### config.mk
export PLATFORM = sky130hd
export DESIGN_NAME = adc_trigger_sequencer
export DESIGN_NICKNAME = d
export VERILOG_FILES = /design/src/rtl/seq_pkg.sv /design/src/rtl/seq_ext_sync.sv /design/src/rtl/seq_trig_select.sv /design/src/rtl/seq_chan_step.sv /design/src/rtl/adc_trigger_sequencer.sv
export SDC_FILE = /design/constraint.sdc
export NUM_CORES = 1
export LEC_CHECK = 0
export ABC_CLOCK_PERIOD_IN_PS = 2400
export BUFFER_PORTS_ARGS = -buffer_cell sky130_fd_sc_hd__buf_2
export CORE_MARGIN = 1.5
export CORE_UTILIZATION = 45
export DETAILED_ROUTE_END_ITERATION = 10
export PLACE_DENSITY = 0.78
export SLEW_MARGIN = 10
export SYNTH_ARGS = -nofsm -noshare
export SYNTH_HDL_FRONTEND = slang
export SYNTH_SLANG_ARGS = --single-unit
### constraint.sdc
create_clock -name clk -period 2.4 [get_ports clk]
set_clock_uncertainty 0.2 [all_clocks]
set_input_delay 0.24 -clock clk [delete_from_list [all_inputs] [get_ports clk]]
set_output_delay 0.24 -clock clk [all_outputs]
set_load 0.02 [all_outputs]
### src/rtl/seq_pkg.sv
package seq_pkg;
  localparam logic [1:0] ADDR_MODE   = 2'd0;
  localparam logic [1:0] ADDR_CHAN   = 2'd1;
  localparam logic [1:0] ADDR_GAIN   = 2'd2;
  localparam logic [1:0] ADDR_STROBE = 2'd3;
  localparam int         CLR_BIT     = 6;

  typedef struct packed {
    logic pretrig;
    logic ext_sel;
    logic pacer_sel;
    logic autoscan;
  } mode_t;
endpackage

### src/rtl/seq_ext_sync.sv
module seq_ext_sync #(
  parameter int STAGES = 2
) (
  input  logic clk,
  input  logic rst,
  input  logic pin,
  output logic rise
);
  logic [STAGES-1:0] sync_q;
  logic              prev_q;

  generate
    if (STAGES == 1) begin : g_one
      always_ff @(posedge clk) sync_q <= rst ? 1'b0 : pin;
    end else begin : g_many
      always_ff @(posedge clk) sync_q <= rst ? '0 : {sync_q[STAGES-2:0], pin};
    end
  endgenerate

  always_ff @(posedge clk) prev_q <= rst ? 1'b0 : sync_q[STAGES-1];

  assign rise = sync_q[STAGES-1] & ~prev_q;
endmodule

### src/rtl/seq_trig_select.sv
module seq_trig_select
  import seq_pkg::*;
(
  input  logic  clk,
  input  logic  rst,
  input  mode_t mode,
  input  logic  sw_strobe,
  input  logic  pacer_tick,
  input  logic  ext_rise,
  input  logic  adc_busy,
  input  logic  missed_clr,
  output logic  fire,
  output logic  start_q,
  output logic  missed_q
);
  logic req, blocked;

  always_comb begin
    if (mode.ext_sel)        req = ext_rise;
    else if (mode.pacer_sel) req = pacer_tick;
    else                     req = sw_strobe;
  end

  assign blocked = adc_busy | start_q;
  assign fire    = req & ~blocked;

  always_ff @(posedge clk) begin
    if (rst) begin
      start_q  <= 1'b0;
      missed_q <= 1'b0;
    end else begin
      start_q <= fire;
      if (req && blocked) missed_q <= 1'b1;
      else if (missed_clr) missed_q <= 1'b0;
    end
  end
endmodule

### src/rtl/seq_chan_step.sv
module seq_chan_step #(
  parameter int CH_W = 4
) (
  input  logic            clk,
  input  logic            rst,
  input  logic            fire,
  input  logic            autoscan,
  input  logic [CH_W-1:0] chan_cfg,
  input  logic            ptr_clr,
  output logic [CH_W-1:0] chan_q
);
  logic [CH_W-1:0] ptr_q;

  always_ff @(posedge clk) begin
    if (rst) begin
      ptr_q  <= '0;
      chan_q <= '0;
    end else begin
      if (ptr_clr)
        ptr_q <= '0;
      else if (fire && autoscan)
        ptr_q <= (ptr_q >= chan_cfg) ? '0 : ptr_q + 1'b1;
      if (fire)
        chan_q <= autoscan ? ptr_q : chan_cfg;
    end
  end
endmodule

### src/rtl/adc_trigger_sequencer.sv
module adc_trigger_sequencer
  import seq_pkg::*;
#(
  parameter int NUM_CH      = 16,
  parameter int SYNC_STAGES = 2,
  parameter int RANGE_W     = 3,
  localparam int CH_W       = (NUM_CH > 1) ? $clog2(NUM_CH) : 1
) (
  input  logic               clk,
  input  logic               rst,
  input  logic               reg_wr,
  input  logic [1:0]         reg_addr,
  input  logic [7:0]         reg_wdata,
  output logic [7:0]         reg_rdata,
  input  logic               pacer_tick,
  input  logic               ext_trig,
  input  logic               adc_busy,
  output logic               adc_start,
  output logic [CH_W-1:0]    adc_chan,
  output logic [RANGE_W-1:0] adc_range,
  output logic               pretrig_en
);
  mode_t             mode_q;
  logic [CH_W-1:0]   chan_cfg;
  logic [RANGE_W-1:0] range_q;
  logic              ext_rise, fire, missed_q;
  logic              wr_mode, wr_chan, wr_gain, wr_strobe;

  assign wr_mode   = reg_wr && reg_addr == ADDR_MODE;
  assign wr_chan   = reg_wr && reg_addr == ADDR_CHAN;
  assign wr_gain   = reg_wr && reg_addr == ADDR_GAIN;
  assign wr_strobe = reg_wr && reg_addr == ADDR_STROBE;

  always_ff @(posedge clk) begin
    if (rst) begin
      mode_q   <= '0;
      chan_cfg <= '0;
      range_q  <= '0;
    end else begin
      if (wr_mode) mode_q   <= mode_t'(reg_wdata[3:0]);
      if (wr_chan) chan_cfg <= reg_wdata[CH_W-1:0];
      if (wr_gain) range_q  <= reg_wdata[RANGE_W-1:0];
    end
  end

  seq_ext_sync #(.STAGES(SYNC_STAGES)) u_sync (
    .clk(clk), .rst(rst), .pin(ext_trig), .rise(ext_rise)
  );

  seq_trig_select u_sel (
    .clk(clk), .rst(rst), .mode(mode_q), .sw_strobe(wr_strobe),
    .pacer_tick(pacer_tick), .ext_rise(ext_rise), .adc_busy(adc_busy),
    .missed_clr(wr_gain && reg_wdata[CLR_BIT]), .fire(fire),
    .start_q(adc_start), .missed_q(missed_q)
  );

  seq_chan_step #(.CH_W(CH_W)) u_step (
    .clk(clk), .rst(rst), .fire(fire), .autoscan(mode_q.autoscan),
    .chan_cfg(chan_cfg), .ptr_clr(wr_chan), .chan_q(adc_chan)
  );

  always_ff @(posedge clk) begin
    if (rst) reg_rdata <= '0;
    else begin
      case (reg_addr)
        ADDR_MODE: reg_rdata <= {4'b0000, mode_q};
        ADDR_CHAN: reg_rdata <= 8'(chan_cfg);
        ADDR_GAIN: reg_rdata <= {adc_busy, missed_q, (6 - RANGE_W)'(0), range_q};
        default:   reg_rdata <= '0;
      endcase
    end
  end

  assign adc_range  = range_q;
  assign pretrig_en = mode_q.pretrig;
endmodule

## Word-level counts from Yosys, hierarchy flattened

Cells that the tools add are included.
W data, S select, Z words.

| cells by class | value |
|---|---|
| bitwise operators | 5 |
| shifts and indexed selects | 0 |
| multiplexer cells | 7 |
| multiply operators | 0 |
| $add $sub $neg | 1 |
| magnitude comparators | 1 |
| reductions and logical operators | 10 |
| div/mod/pow operators | 0 |
| equal/unequal tests | 3 |

Operators by type and width:

| cell | number |
|---|---|
| $pmux W8 S3 | 1 |
| $mux W4 | 2 |
| $logic_and A1 B1 Y1 | 7 |
| $add A4 B1 Y4 const B | 1 |
| $eq A2 B2 Y1 const B | 2 |
| $ge A4 B4 Y1 | 1 |
| $mux W1 | 4 |
| $and A1 B1 Y1 | 2 |
| $eq A2 B1 Y1 const B | 1 |
| $logic_not A2 Y1 | 1 |
| $not A1 Y1 | 2 |
| $reduce_bool A2 Y1 | 1 |
| $reduce_or A2 Y1 | 1 |
| $or A1 B1 Y1 | 1 |

| word-level totals | value |
|---|---|
| input bits | 16 |
| register bits | 32 |
| RAM bits | 0 |
| latch bits | 0 |
| bits in read-only memories | 0 |
| memories | 0 |

## Longest topological paths before layout

| depth | value |
|---|---|
| depth after elaboration | 6 |
| depth in mapped cells | 7 |
| gate-level depth less buffers | 7 |

## Hierarchy

From an unflattened synthesis, not the netlist that was laid out.

| second synthesis, totals | value |
|---|---|
| cell total of the unflattened synthesis | 140 |
| area total of the unflattened synthesis | 1416.4 um2 |

Modules (own cells, without submodules):

| module | area an instance (um2) | cells an instance | times used |
|---|---|---|---|
| adc_trigger_sequencer | 723.2 | 68 | 1 |
| seq_chan_step | 490.5 | 55 | 1 |
| seq_trig_select | 115.1 | 10 | 1 |
| seq_ext_sync | 87.6 | 7 | 1 |

## Worst setup path before layout

Ideal clock, no wire load.

| timing path | value |
|---|---|
| kind | register to register |
| from | reg u_step.ptr_q[0] |
| to | reg u_step.ptr_q[2] |
| data required time | 2.112 ns |
| cell stages (with the launch flop) | 8 |
| period minus slack after synthesis | 1.845 ns |
| setup slack | 0.555 ns |
| arrival | 1.556 ns |
| cell sequence | dfxtp_1 inv_1 ha_1 nand2b_4 a2111oi_4 or3_4 a21oi_2 o32ai_2 |

| on the way | value |
|---|---|
| cells in the longest elaborated chain, start to end | 2 |
| elaborated cells between the ends (all ways) | 3 |
| classes of those cells | add/sub: 1; order compare: 1; mux: 1 |

Ends and longest elaborated chain:

| element | RTL line | source |
|---|---|---|
| start: declaration | seq_chan_step.sv:12 | `logic [CH_W-1:0] ptr_q;` |
| start signal: assignment | seq_chan_step.sv:22 | `ptr_q <= (ptr_q >= chan_cfg) ? '0 : ptr_q + 1'b1;` |
| $add A4 B1 Y4 or $ge A4 B4 Y1 (tied branches) | seq_chan_step.sv:22 |  |
| $mux W4 (*) | seq_chan_step.sv:22 |  |

Every way passes the cells marked *; elsewhere a longest branch is shown, timed or not.
A chain may end at the register's enable or synchronous reset.

## Worst setup path after layout

Ends and elaborated chain as after synthesis.

==> results.sh <==
export IMPL_worst_path_max_fanout=5
export IMPL_fmax_mhz=504
export IMPL_die_area_mm2=0.00362
export IMPL_finalSetupTns_ns=0
export IMPL_hp_class="in -> reg"
export IMPL_root_buffer="clkbuf_4"
export IMPL_max_slew_worst_pin_slew_ns=0.546
export IMPL_wl_um=2780
export IMPL_synth_seq_area_share_pct=40.9
export IMPL_ys_ff_latch=30
export IMPL_post_cts_buffers=0
export IMPL_crit_required_ns=2.43
export IMPL_avgRoutedWirePerCell_um=12.3
export IMPL_die_y_um=60.1
export IMPL_postSynthAreaPerCell_um2=9.73
export IMPL_cts_sinks=30
export IMPL_port_buffers=27
export IMPL_fillers=297
export IMPL_hpwl_um=2050
export IMPL_synth_ff_type="dfxtp_1"
export IMPL_cts_tree="yes"
export IMPL_h_tree_depth=2
export IMPL_synth_edf_count=0
export IMPL_clkPwrFrac_pct=33.2
export IMPL_std_cell_rows=20
export IMPL_rsz0062_at_grt="no"
export IMPL_p_int_uw=694
export IMPL_drtPass1Iterations=4
export IMPL_critPathArrivalTime_ns=2.02
export IMPL_async_flop_share_pct=0
export IMPL_synthToLayoutAreaGrowth_pct=16.3
export IMPL_place_congestion=0.780
export IMPL_grt_overflow_total=0
export IMPL_mostFrequentLayoutCell="dfxtp_1"
export IMPL_route_detailed_drc=0
export IMPL_grt_util_all_layers_pct=16.9
export IMPL_grt_pass1_wl_um=4430
export IMPL_yosysWarningCount=0
export IMPL_postSynthCellCount=151
export IMPL_pin_count=33
export IMPL_period_needed_ns=1.98
export IMPL_p_sw_uw=235
export IMPL_irDropWorstVdd_uv=486
export IMPL_pwr_share_seq_pct=55.7
export IMPL_slew_viol_final=0
export IMPL_diodes=0
export IMPL_hold_violations=0
export IMPL_setup_viol=0
export IMPL_cpPeakStageDelay_ns=0.42
export IMPL_initial_core_util_pct=47.7
export IMPL_routed_via_density=4.94
export IMPL_ys_types=35
export IMPL_netSwitchingFraction_pct=25.3
export IMPL_relSlewSlack_pct=63.5
export IMPL_clk_pin_slew_ns=0.09
export IMPL_die_w_um=60.1
export IMPL_path_class="reg -> reg"
export IMPL_powerDensity_mw_per_mm2=544
export IMPL_leakage_uw=0.000778
export IMPL_grt_max_degree=29
export IMPL_drive_gt1_share_pct=27.5
export IMPL_fin_util_pct=55.5
export IMPL_start_kind="register"
export IMPL_clock_path_buffers=2
export IMPL_antenna_found_initial=0
export IMPL_maxCapViolCount=0
export IMPL_first_iter_violations=18
export IMPL_fp_coreArea_mm2=0.00308
export IMPL_ant_nets=0
export IMPL_p_comb_share_pct=11.1
export IMPL_cp_end_kind="register"
export IMPL_syn_area_mm2=0.00147
export IMPL_mostFrequentLayoutCells="dfxtp_1, buf_2, nor2_1, mux2i_1, nand2_1"
export IMPL_clk_latency_ns=0.32
export IMPL_period_share_pct=82.6
export IMPL_power_uw=929
export IMPL_final_nets=202
export IMPL_grt_pass1_vias=1002
export IMPL_status="completed"
export IMPL_path_cells="inv_1 > ha_1 > nand2b_4 > a2111oi_4 > or3_4 > a21oi_2 > o32ai_2"
export IMPL_cts_buffers=5
export IMPL_cp_slowest_cell="dfxtp_1"
export IMPL_vias=1117
power by group through the flow:
stage               logic [uW]  registers (uW)  clock network (uW)
CTS                        102             518                 314
floorplan                 73.9             532                   0
finish                     103             518                 309
global placement          93.4             529                   0
global route               111             520                 338
detailed placement        96.3             529                   0
path summary, 6_finish.rpt:
| kind | from | end | slack, ns | depth (start not counted) |
|---|---|---|---|---|
| max | u_step.ptr_q[0] | u_step.ptr_q[2] | 0.42 | 7 |
| min | adc_busy | reg_rdata[7] | 0.008 | 2 |
| max reg2reg | u_step.ptr_q[0] | u_step.ptr_q[2] | 0.42 | 7 |
| min reg2reg | u_sel.missed_q | u_sel.missed_q | 0.26 | 2 |
state kept, by name (all words and copies together), names as in the netlist:
| register | count |
|---|---|
| adc_range | 3 |
| chan_cfg | 4 |
| mode_q | 3 |
| pretrig_en | 1 |
| reg_rdata | 6 |
| u_sel.missed_q | 1 |
| u_sel.start_q | 1 |
| u_step.chan_q | 4 |
| u_step.ptr_q | 4 |
| u_sync.prev_q | 1 |
| u_sync.sync_q | 2 |
synth_stat cells, types with 2 or more instances:
master / count / share of area (%)
a21oi_1: 10 / 3.4
and3b_1: 2 / 1.2
buf_4: 3 / 1.5
buf_6: 2 / 1.5
clkbuf_1: 4 / 1.0
dfxtp_1: 30 / 41
ha_1: 5 / 4.3
inv_1: 6 / 1.5
mux2i_1: 16 / 11
nand2_1: 12 / 3.1
nand2b_4: 2 / 1.9
nand3_1: 8 / 2.7
nor2_1: 21 / 5.4
nor2b_1: 5 / 2.1
nor3_1: 2 / 0.68
o21ai_0: 3 / 1.0
o22ai_1: 2 / 0.85
metal layers:
layer / wire length (um) / global-route usage [%] / vias to the layer above
met2: 1310 / 27.2 / 21
li1: - / - / 574
met4: 40 / 8.57 / 0
met1: 1320 / 20.5 / 517
met5: 0 / 0 / -
met3: 96 / 4.55 / 5
layout make-up:
| class | count | area [um^2] | area share (%) |
|---|---|---|---|
| multi-input combinational | 106 | 785 | 45.9 |
| sequential | 30 | 601 | 35.2 |
| timing repair buffer | 32 | 185 | 10.8 |
| clock buffer | 7 | 55.1 | 3.22 |
| tap | 44 | 55.1 | 3.22 |
| inverter | 6 | 22.5 | 1.32 |
| clock inverter | 1 | 5.00 | 0.293 |
kinds of logic after synthesis:
logic type	after synthesis	synth area share, %
fa+ha+maj	5	4.26
mux	17	11.7
flops	30	40.9
compound gates	22	13.2
other cells	1	0.255
simple gates	60	23.8
buf+inv	16	5.96
worst max-delay path: cells and delay by family, from the launching register on:
family                     cells  cell delay, ns
buffers and inverters          1            0.08
and+or+nand+nor                2            0.36
adders and majority gates      1            0.27
AOI/OAI and AO/OA              3            0.56
DFF                            1            0.42
through the flow:
| step | cells | hold slack [ns] | setup WS, ns | cell area (um^2) |
|---|---|---|---|---|
| 2_1_floorplan | 152 | 0.168 | 0.555 | 1470 |
| 3_3_place_gp | 213 | 0.230 | 0.490 | 1600 |
| 3_5_place_dp | 213 | 0.241 | 0.455 | 1600 |
| 4_1_cts | 225 | 0.00277 | 0.417 | 1700 |
| 5_1_grt | 226 | 0.00730 | 0.293 | 1710 |
| 6_report | 226 | 0.00847 | 0.418 | 1710 |
what timing repair did:
action	CTS	global route
hold buffers	4	1
gates resized for setup	0	0
hold endpoints to repair	8	1
Note: power is estimated with default switching activity, not from simulation.
